[src/rtl/nand_ecc_pkg.sv]
package nand_ecc_pkg;
    localparam int BYTE_W     = 8;
    localparam int IDX_W      = $clog2(BYTE_W);
    localparam int ADDR_W     = 8;
    localparam int BLK_BYTES  = 1 << ADDR_W;
    localparam int COL_W      = 2 * IDX_W;
    localparam int LINE_W     = 2 * ADDR_W;
    localparam int PAR_W      = LINE_W + COL_W;
    localparam int CODE_SHIFT = 2;
    localparam int CODE_W     = PAR_W + CODE_SHIFT;
    localparam int CODE_BYTES = CODE_W / BYTE_W;

    typedef enum logic [0:0] {
        ST_FILL = 1'b0,
        ST_DONE = 1'b1
    } ecc_state_t;

    // bits of a byte whose bit index has index bit k set
    function automatic logic [BYTE_W-1:0] idx_mask(input int k);
        logic [BYTE_W-1:0] m;
        for (int i = 0; i < BYTE_W; i++) m[i] = ((i >> k) & 1) == 1;
        return m;
    endfunction
endpackage

[src/rtl/ecc_col_fold.sv]
module ecc_col_fold
    import nand_ecc_pkg::*;
(
    input  logic [BYTE_W-1:0] din,
    output logic [COL_W-1:0]  col,
    output logic              bpar
);
    localparam logic [BYTE_W-1:0] FULL = '1;

    for (genvar k = 0; k < IDX_W; k++) begin : g_col
        localparam logic [BYTE_W-1:0] MSK = idx_mask(k);
        assign col[2*k+1] = ^(din & MSK);
        assign col[2*k]   = ^(din & (FULL ^ MSK));
    end

    assign bpar = ^din;
endmodule

[src/rtl/ecc_line_fold.sv]
module ecc_line_fold
    import nand_ecc_pkg::*;
(
    input  logic [ADDR_W-1:0] addr,
    input  logic              bpar,
    output logic [LINE_W-1:0] line
);
    for (genvar a = 0; a < ADDR_W; a++) begin : g_line
        assign line[2*a+1] = bpar &  addr[a];
        assign line[2*a]   = bpar & ~addr[a];
    end
endmodule

[src/rtl/ecc_code_pack.sv]
module ecc_code_pack
    import nand_ecc_pkg::*;
(
    input  logic [PAR_W-1:0]                  parity,
    output logic [CODE_BYTES-1:0][BYTE_W-1:0] bytes_msb_first
);
    logic [CODE_W-1:0] inv_code;

    assign inv_code = ~{parity, {CODE_SHIFT{1'b0}}};

    for (genvar j = 0; j < CODE_BYTES; j++) begin : g_byte
        assign bytes_msb_first[j] = inv_code[CODE_W-1-BYTE_W*j -: BYTE_W];
    end
endmodule

[src/rtl/nand_ham_ecc.sv]
module nand_ham_ecc
    import nand_ecc_pkg::*;
(
    input  logic              clk,
    input  logic              rst_n,
    input  logic              ecc_clr,
    input  logic              ecc_en,
    input  logic              byte_vld,
    input  logic [BYTE_W-1:0] byte_data,
    output logic              code_vld,
    output logic [PAR_W-1:0]  parity_o,
    output logic [BYTE_W-1:0] code_first,
    output logic [BYTE_W-1:0] code_mid,
    output logic [BYTE_W-1:0] code_last
);
    localparam logic [ADDR_W-1:0] LAST_ADDR = ADDR_W'(BLK_BYTES - 1);

    ecc_state_t        state_q, state_d;
    logic [ADDR_W-1:0] addr_q;
    logic [PAR_W-1:0]  parity_q;
    logic              take;
    logic              take_last;
    logic [COL_W-1:0]  col_c;
    logic [LINE_W-1:0] line_c;
    logic              bpar;
    logic [CODE_BYTES-1:0][BYTE_W-1:0] code_bytes;

    ecc_col_fold  u_col  (.din(byte_data), .col(col_c), .bpar(bpar));
    ecc_line_fold u_line (.addr(addr_q), .bpar(bpar), .line(line_c));
    ecc_code_pack u_pack (.parity(parity_q), .bytes_msb_first(code_bytes));

    assign take      = byte_vld && ecc_en && !ecc_clr && (state_q == ST_FILL);
    assign take_last = take && (addr_q == LAST_ADDR);

    // next-state logic
    always_comb begin
        state_d = state_q;
        unique case (state_q)
            ST_FILL: if (take_last) state_d = ST_DONE;   // FILL_TO_DONE
            ST_DONE: if (ecc_clr)   state_d = ST_FILL;   // DONE_TO_FILL
        endcase
    end

    // state register
    always_ff @(posedge clk or negedge rst_n) begin
        if (!rst_n) state_q <= ST_FILL;
        else        state_q <= state_d;
    end

    // datapath: byte address and parity accumulator
    always_ff @(posedge clk or negedge rst_n) begin
        if (!rst_n) begin
            addr_q   <= '0;
            parity_q <= '0;
        end else if (ecc_clr) begin
            addr_q   <= '0;
            parity_q <= '0;
        end else if (take) begin
            addr_q   <= addr_q + 1'b1;
            parity_q <= parity_q ^ {line_c, col_c};
        end
    end

    // outputs
    always_comb begin
        code_vld   = (state_q == ST_DONE);
        parity_o   = parity_q;
        code_first = code_bytes[0];
        code_mid   = code_bytes[1];
        code_last  = code_bytes[2];
    end


    hold_result_chk: assert property (@(posedge clk) disable iff (!rst_n)
        (code_vld && !ecc_clr) |=> (code_vld && $stable(parity_o)));


    clear_zero_chk: assert property (@(posedge clk) disable iff (!rst_n)
        ecc_clr |=> (!code_vld && parity_o == '0));


    gated_hold_chk: assert property (@(posedge clk) disable iff (!rst_n)
        (!ecc_en && !ecc_clr) |=> $stable(parity_o));


    valid_rise_chk: assert property (@(posedge clk) disable iff (!rst_n)
        $rose(code_vld) |-> $past(byte_vld && ecc_en && !ecc_clr));


    code_tail_chk: assert property (@(posedge clk) disable iff (!rst_n)
        code_last[CODE_SHIFT-1:0] == {CODE_SHIFT{1'b1}});
endmodule

[config.mk]
export PLATFORM = sky130hd
export DESIGN_NAME = nand_ham_ecc
export DESIGN_NICKNAME = d
export VERILOG_FILES = /design/src/rtl/nand_ecc_pkg.sv /design/src/rtl/ecc_col_fold.sv /design/src/rtl/ecc_line_fold.sv /design/src/rtl/ecc_code_pack.sv /design/src/rtl/nand_ham_ecc.sv
export SDC_FILE = /design/constraint.sdc
export NUM_CORES = 1
export LEC_CHECK = 0
export CAP_MARGIN = 20
export CORE_AREA = 4 4 70 72
export DETAILED_ROUTE_END_ITERATION = 7
export DIE_AREA = 0 0 74 76
export PLACE_DENSITY_LB_ADDON = 0.08
export SLEW_MARGIN = 20
export SYNTH_ARGS = -nofsm -noshare
export SYNTH_HDL_FRONTEND = slang
export SYNTH_SLANG_ARGS = --single-unit
[constraint.sdc]
create_clock -name clk -period 1.58 [get_ports clk]
set_input_delay 0.237 -clock clk [delete_from_list [all_inputs] [get_ports clk]]
set_output_delay 0.237 -clock clk [all_outputs]
set_load 0.005 [all_outputs]
Word level (Yosys, flattened, before mapping)

Cells that the tools add are included.

Add/sub/neg operators: 1
Order comparisons: 0
Bitwise gates (word level): 27
Shift operators: 0
Divide/modulo/power cells: 0
Muxes and demuxes: 7
Reductions and logical operators: 13
Multipliers: 0
Equal/unequal tests: 1

Operators by type and width:

| operator                                                      | count |
|---|---|
| 8-bit parity                                                  | 7 |
| 22-bit two-way mux                                            | 2 |
| 24-bit inverter                                               | 1 |
| 22-bit XOR                                                    | 1 |
| 1-bit bitwise AND                                             | 16 |
| 8-bit two-way mux                                             | 2 |
| 1-bit inverter                                                | 9 |
| 8-bit by 1-bit adder with 8-bit output, second input constant | 1 |
| 8-bit == test, second input constant                          | 1 |
| 1-bit logical AND                                             | 4 |
| 1-bit two-way mux                                             | 2 |
| 1-bit case mux with 2 select lines                            | 1 |
| 2-bit nonzero test                                            | 1 |
| 1-bit logical NOT                                             | 1 |

Memories: 0
Latch bits: 0
Register bits: 31
Memory bits (writable): 0
Bits of input ports: 13
Bits in read-only memories: 0
Output and inout port bits: 47
Word-level logic and storage cells: 52

Depth between registers and ports, before layout

Word-level depth: 6
Depth in mapped cells: 7

Modules after synthesis

Synthesis repeated with hierarchy kept, for this count alone.

Cell total of the unflattened synthesis: 208
Area total of the unflattened synthesis: 1841.8 um^2

By module, submodules not included:

| module        | area each (um^2) | times used | cells an instance | seq. area each (um^2) |
|---|---|---|---|---|
| nand_ham_ecc  | 1476.4           | 1          | 151               | 775.7 |
| ecc_col_fold  | 153.9            | 1          | 15                | 0.0 |
| ecc_line_fold | 110.1            | 1          | 17                | 0.0 |
| ecc_code_pack | 101.3            | 1          | 25                | 0.0 |

Worst setup path after synthesis

Ideal clock, no wire load.

Path type: register to register
From: register state_q, in the netlist code_vld
To: register parity_q[12], in the netlist parity_o[12]
Data arrival time: 1.570 ns
Clock period less this slack: 1.648 ns
Buffers on the path: 2
Slack: -0.068 ns
Cell stages (with the launch flop): 6
Cells stage by stage: dfrtp_1 or2_2 clkbuf_1 clkbuf_1 or4_1 a21oi_1

Cells in the longest elaborated chain, start to end: 3

RTL lines:

| item                                | RTL line           | text |
|---|---|---|
| start, declared                     | nand_ham_ecc.sv:18 | `ecc_state_t state_q, state_d;` |
| start signal, assigned              | nand_ham_ecc.sv:47 | `else state_q <= state_d;` |
| 1-bit inverter                      | nand_ham_ecc.sv:32 | `assign take = byte_vld && ecc_en && !ecc_clr && (state_q == ST_FILL);` |
| 1-bit logical AND                   | nand_ham_ecc.sv:32 |  |
| 2-bit nonzero test (no source line) | n/a                |  |
| end signal, assigned                | nand_ham_ecc.sv:60 | `parity_q <= parity_q ^ {line_c, col_c};` |
| end, declared                       | nand_ham_ecc.sv:20 | `logic [PAR_W-1:0] parity_q;` |

No other way between the ends.
A chain may end at the register's enable or synchronous reset.

Final worst setup path

From: input byte_vld
To: register parity_q[6], in the netlist parity_o[6]

Cells in the longest elaborated chain, start to end: 4

RTL lines:

| item                                | RTL line           | text |
|---|---|---|
| start, declared                     | nand_ham_ecc.sv:8  | `input logic byte_vld,` |
| 1-bit logical AND (3 in a row)      | nand_ham_ecc.sv:32 |  |
| 2-bit nonzero test (no source line) | n/a                |  |

No other way between the ends.

==> flow_metrics.tcl <==
set metrics [dict create \
    hold_viol_final 0 \
    clkPwrFrac_pct 34.1 \
    synth_mux_area_share_pct 0 \
    synth.area.top_cells "dfrtp_1 (46%), xnor2_1 (9.9%), a21oi_1 (7.2%), or3_1 (5.6%), inv_1 (4.9%)" \
    crit_arrival_ps 1790 \
    synth_top_area_cell "dfrtp_1" \
    cts_tree "built" \
    place.gp.congestion 0.6941 \
    synth_xor_area_share_pct 10.99 \
    start_util_pct 38.96 \
    synth.top_cell.area_share_pct 46.37 \
    ys_ff_latch 31 \
    fin_skew_ps 6.641 \
    synth_area_per_cell_um2 8.668 \
    synth-simple-area-share_pct 16.98 \
    cts_inserted_buffers 5 \
    clock_latency_ps 290 \
    vias 1651 \
    rr_worst_depth 3 \
    max_freq_mhz 635.2 \
    grt_pass1_vias 1510 \
    r2r_end "parity_o[6]" \
    mostFrequentLayoutCell "clkdlybuf4s50_1" \
    path_clk_slew_ps 70 \
    htreeDepth 2 \
    pre_cts_ws_ps -540.5 \
    antenna_found_initial 0 \
    rsz0062_at_grt "true" \
    drc 0 \
    hold_path_class "in -> async" \
    power_switching_uw 657.1 \
    crit_fanout 17 \
    grt.total_usage_pct 15.98 \
    dieArea_um2 5624 \
    slew_violations 0 \
    drv_cap 0 \
    gr-total-overflow 0 \
    multi_input_area_um2 860.8 \
    final_util_pct 62.73 \
    drtIter0Drc 57 \
    cts.path.max_buffers 2 \
    status "finished clean" \
    ys_types 22 \
    reg2reg_from "code_vld" \
    die_x_um 74 \
    cp.required_ps 1800 \
    coreArea_um2 4294 \
    grt_max_degree 34 \
    min_period_over_period_pct 99.63 \
    place_hpwl_mm 2.784 \
    syn_area_um2 1673 \
    synth_compound_area_share_pct 15.78 \
    setup_slack_ps 5.803 \
    drive_above_1_share_pct 20.96 \
    power_frac_comb_pct 29.4 \
    antennaDiodeCount 0 \
    die_h_um 76 \
    start_kind "primary input" \
    fp-row-count 24 \
    seq_area_um2 775.7 \
    finalPower_mw 2.411 \
    synth_top_family_by_area "simple AND/OR/NAND/NOR gates" \
    place.port_buffers 57 \
    drt_pass1_iterations 4 \
    setup_violations 0 \
    power_frac_seq_pct 36.5 \
    final.fill_count 392 \
    viasPerCell 5.096 \
    end_kind "register" \
    ioPinCount 60 \
    clock-sinks 31 \
    ys_seq_area_share_pct 46.37 \
    p_per_area_nw_per_um2 894.9 \
    nNetsFinal 285 \
    period_needed_ps 1574 \
    area_growth_pct 61.03 \
    final_cell_mix "clkdlybuf4s50_1 (49), dfrtp_1 (31), buf_4 (25), inv_1 (22), a21oi_1 (18)" \
    dp_cells 310 \
    final_antenna_net_count 0 \
    vdd_drop_max_mv 0.4823 \
    yosysWarnings 0 \
    path_class "in -> reg" \
    grt_pass1_wl_mm 6.975 \
    finalWirelength_mm 4.451 \
    cts.root.buffer_cell "clkbuf_8" \
    syn-instance-count 193 \
    synth_fa_ha_area_share_pct 0.7479 \
    leakage_nw 1.090 \
    fin_cells 324 \
    holdBufCountCts 0 \
    rrSetupSlack_ps 70 \
    p_int_mw 1.754 \
    swShare_pct 27.26 \
    wl_per_cell_um 13.74 \
]
## worst max path at each step
stage,end,slack (ps),from
3_3_place_gp,parity_o[20],-500,byte_data[2]
6_report,parity_o[6],6,byte_vld
5_1_grt,parity_o[18],-70,byte_vld
3_5_place_dp,parity_o[16],-540,byte_data[2]
2_1_floorplan,parity_o[12],20,code_vld
4_1_cts,parity_o[16],20,byte_vld
## worst max-delay path: stages
cell and delay (ps):
clkdlybuf4s50_1 470, nand2_2 80, or2_4 340, or4_4 500
a21oi_2 160
## power groups by stage
stage / clock, mW / sequential [mW] / combinational [mW]
floorplan: 0 / 0.887 / 0.259
global placement: 0 / 0.891 / 0.615
detailed placement: 0 / 0.892 / 0.626
CTS: 0.837 / 0.879 / 0.663
global route: 0.883 / 0.889 / 0.769
finish: 0.822 / 0.880 / 0.709
## cells in the mapped netlist
master / number
o31ai_1: 8
nor3_1: 3
or4_1: 8
a21oi_1: 24
inv_1: 22
nor2_1: 9
nand2_1: 14
nand4_1: 2
buf_2: 1
or2_2: 1
buf_4: 2
conb_1: 1
clkbuf_2: 1
dfrtp_1: 31
o21ai_0: 15
xnor2_1: 19
ha_1: 1
a41oi_1: 1
xor2_1: 2
or3_1: 15
clkbuf_1: 11
nand3_1: 2
## cells by family after synthesis
group,count (synthesis)
AOI/OAI and AO/OA,48
xor gates and xnor gates,21
adders and majority gates,1
buffers and inverters,37
DFF,31
other,1
and+or+nand+nor,54
## through the flow
stage	area (um2)	hold slack (ps)	TNS, ps
after floorplan	1699	-58.59	0
after global placement	2446	552.3	-8848
after detailed placement	2446	561.2	-9473
after CTS	2629	353.9	0
after global routing	2694	365.1	-131.1
final	2694	343.7	0
## timing repair
| action | CTS | global route |
|---|---|---|
| setup buffers | 4 | 1 |
| hold endpoints to repair | 0 | 0 |
| gates cloned | 0 | 1 |
| gates resized for setup | 14 | 16 |
| endpoints found under the setup margin | 16 | 9 |
| pin swaps | 6 | 5 |
## cell type report
class	instances	share of cell area, %
multi-input combinational	127	31.96
timing repair buffer	84	29.40
sequential	31	28.80
clock buffer	6	3.065
inverter	22	3.065
tap	52	2.415
clock inverter	2	1.301
## metal layers
metal	wire [um]	part of all wire, %	GRT usage [%]	vias to the layer above
met5	0	0	0	-
met4	65	1.5	5.978	0
met3	302	6.8	6.332	6
met2	2219	50	25.89	55
met1	1863	42	18.68	788
li1	-	-	-	802
## state kept, by name (all words and copies together) (netlist names)
register	flops
code_vld	1
addr_q	8
parity_o	22
(Power assumes the default switching activity.)
